`src/rtl/lka_pkg.sv`:
```
package lka_pkg;
    parameter int STAT_W   = 16;
    parameter int TX_MON_W = 6;
    parameter int RX_MON_W = 2;
    parameter int LS_BIT   = 0;
    parameter int TXA_BIT  = 1;
    parameter int RXA_BIT  = 2;
    parameter int MON_BIT  = 1;
    parameter int AUX_LO   = 3;

    localparam logic [STAT_W-1:0] TX_EN_RST = 16'h0399;
    localparam logic [STAT_W-1:0] RX_EN_RST = 16'h0039;
    localparam logic [STAT_W-1:0] TX_LH     = 16'h0059;
    localparam logic [STAT_W-1:0] RX_LH     = 16'h0039;

    typedef enum logic [2:0] {
        SEL_TX_EN   = 3'd0,
        SEL_RX_EN   = 3'd1,
        SEL_IRQ_EN  = 3'd2,
        SEL_TX_MASK = 3'd3,
        SEL_RX_MASK = 3'd4
    } cfg_sel_e;

    typedef enum logic [1:0] {
        LNK_UNKNOWN = 2'd0,
        LNK_DOWN    = 2'd1,
        LNK_UP      = 2'd2
    } link_state_e;
endpackage

```
`src/rtl/lka_status_bank.sv`:
```
module lka_status_bank #(
    parameter int             W       = 16,
    parameter logic [W-1:0]   LH_MASK = '0
) (
    input  logic         clk,
    input  logic         rst_n,
    input  logic [W-1:0] src,
    input  logic         rd,
    output logic [W-1:0] q
);
    for (genvar i = 0; i < W; i++) begin : g_bit
        logic bit_q;
        if (LH_MASK[i]) begin : g_lh
            always_ff @(posedge clk or negedge rst_n) begin
                if (!rst_n) bit_q <= 1'b0;
                else        bit_q <= src[i] | (bit_q & ~rd);
            end
        end else begin : g_lvl
            always_ff @(posedge clk or negedge rst_n) begin
                if (!rst_n) bit_q <= 1'b0;
                else        bit_q <= src[i];
            end
        end
        assign q[i] = bit_q;
    end
endmodule

```
`src/rtl/lka_link_fsm.sv`:
```
module lka_link_fsm
    import lka_pkg::*;
(
    input  logic clk,
    input  logic rst_n,
    input  logic link_in,
    output logic link_up,
    output logic change
);
    link_state_e state_q, state_d;

    always_ff @(posedge clk or negedge rst_n) begin
        if (!rst_n) state_q <= LNK_UNKNOWN;
        else        state_q <= state_d;
    end

    always_comb begin
        state_d = state_q;
        change  = 1'b0;
        unique case (state_q)
            LNK_UNKNOWN: state_d = link_in ? LNK_UP : LNK_DOWN;
            LNK_DOWN: if (link_in) begin
                state_d = LNK_UP;
                change  = 1'b1;
            end
            LNK_UP: if (!link_in) begin
                state_d = LNK_DOWN;
                change  = 1'b1;
            end
            default: state_d = LNK_UNKNOWN;
        endcase
    end

    assign link_up = (state_q == LNK_UP);
endmodule

```
`src/rtl/lka_cfg_regs.sv`:
```
module lka_cfg_regs
    import lka_pkg::*;
#(
    parameter int W   = STAT_W,
    parameter int TMW = TX_MON_W,
    parameter int RMW = RX_MON_W
) (
    input  logic           clk,
    input  logic           rst_n,
    input  logic           wr_en,
    input  logic [2:0]     wr_sel,
    input  logic [W-1:0]   wr_data,
    output logic [W-1:0]   tx_en,
    output logic [W-1:0]   rx_en,
    output logic [W-1:0]   irq_en,
    output logic [TMW-1:0] tx_mask,
    output logic [RMW-1:0] rx_mask
);
    always_ff @(posedge clk or negedge rst_n) begin
        if (!rst_n) begin
            tx_en   <= TX_EN_RST;
            rx_en   <= RX_EN_RST;
            irq_en  <= '0;
            tx_mask <= '0;
            rx_mask <= '0;
        end else if (wr_en) begin
            unique case (cfg_sel_e'(wr_sel))
                SEL_TX_EN:   tx_en   <= wr_data;
                SEL_RX_EN:   rx_en   <= wr_data;
                SEL_IRQ_EN:  irq_en  <= wr_data;
                SEL_TX_MASK: tx_mask <= wr_data[TMW-1:0];
                SEL_RX_MASK: rx_mask <= wr_data[RMW-1:0];
                default: ;
            endcase
        end
    end
endmodule

```
`src/rtl/link_alarm_agg.sv`:
```
module link_alarm_agg
    import lka_pkg::*;
#(
    parameter int W   = STAT_W,
    parameter int TMW = TX_MON_W,
    parameter int RMW = RX_MON_W,
    localparam int AUX_W = W - AUX_LO
) (
    input  logic             clk,
    input  logic             rst_n,
    input  logic [W-1:0]     tx_src,
    input  logic [W-1:0]     rx_src,
    input  logic [TMW-1:0]   tx_mon_flags,
    input  logic [RMW-1:0]   rx_mon_flags,
    input  logic [AUX_W-1:0] aux_flags,
    input  logic             pmd_sig_det,
    input  logic             pcs_blk_lock,
    input  logic             xs_lane_align,
    input  logic             wr_en,
    input  logic [2:0]       wr_sel,
    input  logic [W-1:0]     wr_data,
    input  logic             rd_tx_stat,
    input  logic             rd_rx_stat,
    input  logic             rd_irq_stat,
    output logic [W-1:0]     tx_en_q,
    output logic [W-1:0]     rx_en_q,
    output logic [W-1:0]     irq_en_q,
    output logic [TMW-1:0]   tx_mask_q,
    output logic [RMW-1:0]   rx_mask_q,
    output logic [W-1:0]     tx_stat,
    output logic [W-1:0]     rx_stat,
    output logic [W-1:0]     irq_stat,
    output logic             link_up,
    output logic             tx_alarm,
    output logic             rx_alarm,
    output logic             ls_alarm,
    output logic             irq_n
);
    logic [W-1:0] tx_src_eff, rx_src_eff;
    logic         tx_mon, rx_mon, link_chg, ls_q;

    lka_cfg_regs #(.W(W), .TMW(TMW), .RMW(RMW)) u_cfg (
        .clk(clk), .rst_n(rst_n), .wr_en(wr_en), .wr_sel(wr_sel), .wr_data(wr_data),
        .tx_en(tx_en_q), .rx_en(rx_en_q), .irq_en(irq_en_q),
        .tx_mask(tx_mask_q), .rx_mask(rx_mask_q)
    );

    assign tx_mon = |(tx_mon_flags & tx_mask_q);
    assign rx_mon = |(rx_mon_flags & rx_mask_q);

    always_comb begin
        tx_src_eff          = tx_src;
        tx_src_eff[MON_BIT] = tx_src[MON_BIT] | tx_mon;
        rx_src_eff          = rx_src;
        rx_src_eff[MON_BIT] = rx_src[MON_BIT] | rx_mon;
    end

    lka_status_bank #(.W(W), .LH_MASK(TX_LH)) u_tx_bank (
        .clk(clk), .rst_n(rst_n), .src(tx_src_eff), .rd(rd_tx_stat), .q(tx_stat)
    );
    lka_status_bank #(.W(W), .LH_MASK(RX_LH)) u_rx_bank (
        .clk(clk), .rst_n(rst_n), .src(rx_src_eff), .rd(rd_rx_stat), .q(rx_stat)
    );

    lka_link_fsm u_link (
        .clk(clk), .rst_n(rst_n),
        .link_in(pmd_sig_det & pcs_blk_lock & xs_lane_align),
        .link_up(link_up), .change(link_chg)
    );

    lka_status_bank #(.W(1), .LH_MASK(1'b1)) u_ls_bank (
        .clk(clk), .rst_n(rst_n), .src(link_chg), .rd(rd_irq_stat), .q(ls_q)
    );

    always_comb begin
        irq_stat                 = '0;
        irq_stat[LS_BIT]         = ls_q;
        irq_stat[TXA_BIT]        = |(tx_stat & tx_en_q);
        irq_stat[RXA_BIT]        = |(rx_stat & rx_en_q);
        irq_stat[W-1:AUX_LO]     = aux_flags;
    end

    assign tx_alarm = irq_stat[TXA_BIT] & irq_en_q[TXA_BIT];
    assign rx_alarm = irq_stat[RXA_BIT] & irq_en_q[RXA_BIT];
    assign ls_alarm = irq_stat[LS_BIT]  & irq_en_q[LS_BIT];
    assign irq_n    = ~|(irq_stat & irq_en_q);
endmodule

```
`config.mk`:
```
export PLATFORM = sky130hd
export DESIGN_NAME = link_alarm_agg
export DESIGN_NICKNAME = d
export VERILOG_FILES = /design/src/rtl/lka_pkg.sv /design/src/rtl/lka_status_bank.sv /design/src/rtl/lka_link_fsm.sv /design/src/rtl/lka_cfg_regs.sv /design/src/rtl/link_alarm_agg.sv
export SDC_FILE = /design/constraint.sdc
export NUM_CORES = 1
export LEC_CHECK = 0
export ABC_AREA = 1
export BUFFER_PORTS_ARGS = -buffer_cell sky130_fd_sc_hd__buf_2
export CORE_AREA = 3 3 95 97
export CTS_BUF_LIST = sky130_fd_sc_hd__clkbuf_2
export CTS_CLUSTER_DIAMETER = 60
export DETAILED_ROUTE_END_ITERATION = 10
export DIE_AREA = 0 0 98 100
export PLACE_DENSITY_LB_ADDON = 0.2
export SKIP_LAST_GASP = 1
export SYNTH_ARGS = -nofsm -noshare
export SYNTH_HDL_FRONTEND = slang
export SYNTH_SLANG_ARGS = --single-unit
```
`constraint.sdc`:
```
create_clock -name clk -period 1.5 [get_ports clk]
set_input_delay 0.45 -clock clk [delete_from_list [all_inputs] [get_ports clk]]
set_output_delay 0.45 -clock clk [all_outputs]
set_load 0.01 [all_outputs]
```
==> results.sh <==
export IMPL_tightest_slew_ns=0.325
export IMPL_synth_area_um2=3940
export IMPL_htreeDepth=3
export IMPL_ant_nets=0
export IMPL_cp_num_cells=8
export IMPL_synthXorXnorAreaFrac_pct=0
export IMPL_vdd_drop_max_mv=0.656
export IMPL_internal_power_mw=5.11
export IMPL_combPwrFrac_pct=36.7
export IMPL_seqPwrFrac_pct=42.2
export IMPL_pin_count=190
export IMPL_worst_setup_path_start_kind="flip-flop"
export IMPL_viasPerCell=4.75
export IMPL_grt_pass1_wl_um=18900
export IMPL_cts_tree="built"
export IMPL_synth_fa_ha_area_share_pct=0
export IMPL_ys_types=22
export IMPL_synth_mux_area_share_pct=0
export IMPL_antenna_cells=0
export IMPL_die_w_um=98
export IMPL_maxCapViolCount=0
export IMPL_status="complete, but fails checks"
export IMPL_cp_common_cell="nand2_1"
export IMPL_yosysWarnings=0
export IMPL_num_nets_final=760
export IMPL_yosysSeqAreaShare_pct=58.2
export IMPL_syn_to_final_growth_pct=62.5
export IMPL_post_synth_and_or_nand_nor_area_fraction_pct=16.6
export IMPL_violations="negative setup slack"
export IMPL_p_per_area_nw_per_um2=1140
export IMPL_swShare_pct=30.0
export IMPL_leakage_nw=3.46
export IMPL_synth_nets=497
export IMPL_first_pass_iters=4
export IMPL_fin_ws_ns=-0.750
export IMPL_period_needed_ns=2.25
export IMPL_fin_crit_sh_pct=150
export IMPL_grt_total_usage_pct=24.7
export IMPL_dp_hpwl_um=8040
export IMPL_synth_top_family_by_area="simple AND/OR/NAND/NOR gates"
export IMPL_worstPathMaxFanout=2
export IMPL_critical_path_max_stage_delay_ns=0.46
export IMPL_antenna_found_initial=0
export IMPL_nFillCells=574
export IMPL_avgSynthCellArea_um2=9.46
export IMPL_reg2reg_depth=6
export IMPL_layout_commonest_cell="nand2_1"
export IMPL_core_area_um2=8220
export IMPL_crit_type="flip-flop to output port"
export IMPL_synth_compound_area_share_pct=10.9
export IMPL_die_area_um2=9800
export IMPL_grt_max_degree=48
export IMPL_setup_violations=93
export IMPL_crit_required_ns=1.05
export IMPL_arrival_ns=1.80
export IMPL_start_util_pct=47.9
export IMPL_gp_congestion=0.806
export IMPL_port_buffers=189
export IMPL_finalPower_mw=7.30
export IMPL_stdcell_area_um2=6400
export IMPL_wl_um=12500
export IMPL_dr_total_vias=3751
export IMPL_slew_viol_final=0
export IMPL_endpoint_kind="output port"
export IMPL_relSlewSlack_pct=78.1
export IMPL_clockPowerShare_pct=21.1
export IMPL_crit_family="simple AND/OR/NAND/NOR gates"
export IMPL_rows=33
export IMPL_finalHoldViolCount=0
export IMPL_slowest_stage="dfrtp_1"
export IMPL_clock_latency_ns=0.53
export IMPL_cts_buffers=9
export IMPL_place_inst=719
export IMPL_layout_common_cells="nand2_1, buf_2, buf_6"
export IMPL_hp_class="input port to flip-flop"
export IMPL_grt_pass1_vias=3812
export IMPL_route_detailed_drc=0
export IMPL_die_h_um=100
export IMPL_clk_pin_slew_ns=0.27
export IMPL_power_switching_mw=2.19
export IMPL_skew_ns=0.0407
export IMPL_clockBufferDepth=2
export IMPL_final_cells=789
export IMPL_ys_ff_latch=91
export IMPL_synthCells=416
export IMPL_whs_path_depth=2
export IMPL_r2r_start="u_cfg.tx_mask[1]$_DFFE_PN0P_"
export IMPL_dpl_instance_area_um2=5130
export IMPL_wl_per_cell_um=15.9
export IMPL_gr_total_overflow=0
export IMPL_cts_sinks=91
export IMPL_drt_iter0_drc=63
export IMPL_fmax_ghz=0.444
export IMPL_hold_start="rx_src[3]"
export IMPL_cts_root_buf="clkbuf_2"
export IMPL_crit_start="u_cfg.rx_en[14]$_DFFE_PN0P_"
export IMPL_crit_chain="nand2_1, nand2_1, nor2_2, nand2_2, o21ai_2, nand2_1, nor2_2, buf_2"
export IMPL_critPathBufInv=1
export IMPL_rsz0062_at_grt="true"
export IMPL_final_layout_size_suffix_gt1_share_pct=49.7
==> metal layers <==
metal,vias up,GRT usage (%),part of all wire [%]
met4,0,7.67,2.2
met3,21,4.93,6.0
met2,145,44.9,54
met1,1803,29.6,38
met5,-,0,0
li1,1782,-,-
==> path summary, 6_finish.rpt <==
path | end | slack, ns
worst max register to register | u_tx_bank.g_bit[1].bit_q$_DFF_PN0_ | 0.35
worst min-delay path | u_rx_bank.g_bit[3].bit_q$_DFF_PN0_ | 0.1
min in group asynchronous | u_rx_bank.g_bit[0].bit_q$_DFF_PN0_ | 0.23
max in group asynchronous | u_cfg.rx_en[5]$_DFFE_PN1P_ | 0.72
worst max-delay path | irq_n | -0.75
worst min register to register | u_link.state_q[1]$_DFFE_PN0P_ | 0.50
==> synth_stat cells <==
library cell  number  area, um^2
a221o_1            1        10.0
o21ai_1            9        45.0
dfstp_2           10         263
buf_4             48         360
o221ai_1           1        8.76
buf_6              6        67.6
o21bai_1           8        60.1
o21ai_0           34         170
a211oi_1           1        7.51
dfrtp_1           81        2030
nor2_1            17        63.8
nand4_1            2        12.5
inv_1             34         128
nand3_1            3        15.0
nand2_1          139         522
nor2_4             1        11.3
nand2_2            2        12.5
o21ai_2           14         123
nand3_2            1        10.0
buf_2              2        10.0
a21oi_1            1        5.00
nor3_1             1        5.00
==> sequential cells by signal (all words and copies together) (netlist names) <==
name and cells:
u_cfg.irq_en 16, u_cfg.rx_en 16, u_cfg.tx_en 16, u_rx_bank.g_bit.bit_q 16
u_tx_bank.g_bit.bit_q 16, u_cfg.tx_mask 6, u_cfg.rx_mask 2, u_link.state_q 2
u_ls_bank.q 1
==> cells by family after synthesis <==
logic type | after synthesis
buf+inv | 90
compound gates | 69
flops | 91
simple gates | 166
==> power by group through the flow <==
stage / clock (mW) / combinational [mW] / sequential [mW]
after floorplan: 0 / 0.661 / 3.24
after global placement: 0 / 1.81 / 3.06
after detailed placement: 0 / 1.84 / 3.08
after CTS: 1.58 / 2.51 / 3.07
after global routing: 1.68 / 2.90 / 3.12
final: 1.54 / 2.68 / 3.08
==> per-stage QoR <==
stage                     setup TNS, ns  hold WS, ns  util, %  setup WS (ns)
after detailed placement         -0.695        0.270     62.5         -0.410
after global placement           -0.660        0.270     62.5         -0.421
after global routing             -22.35       0.0420     77.9         -0.903
final                            -14.23       0.0980     77.9         -0.750
after floorplan                       0        0.154        -         0.0292
after CTS                        -17.26      0.00336     75.3         -0.753
==> worst reg2reg max path, delay by kind of cell (launching register included) <==
kind                   cells  cell delay, ns
AOI/OAI and AO/OA          1            0.16
buffers and inverters      2            0.25
DFF                        1            0.42
and+or+nand+nor            3            0.22
==> area by class of cell <==
| type | instances | area (um^2) | area share [%] |
|---|---|---|---|
| Multi-Input combinational cell | 235 | 1110 | 17.3 |
| Timing Repair Buffer | 308 | 2580 | 40.4 |
| Sequential cell | 91 | 2290 | 35.8 |
| Inverter | 34 | 128 | 1.99 |
| Tap cell | 105 | 131 | 2.05 |
| Clock inverter | 5 | 103 | 1.60 |
| Clock buffer | 11 | 55.1 | 0.861 |
==> timing repair <==
action | 4_1_cts | 5_1_grt
buffers inserted | 26 | 33
gates resized for setup | 129 | 28
gates cloned | 0 | 0
hold endpoints to repair | 99 | 4
hold buffers | 19 | 4
endpoints found under the setup margin | 96 | 96
pin swaps | 12 | 6
Power figures use the tool's default switching activity.
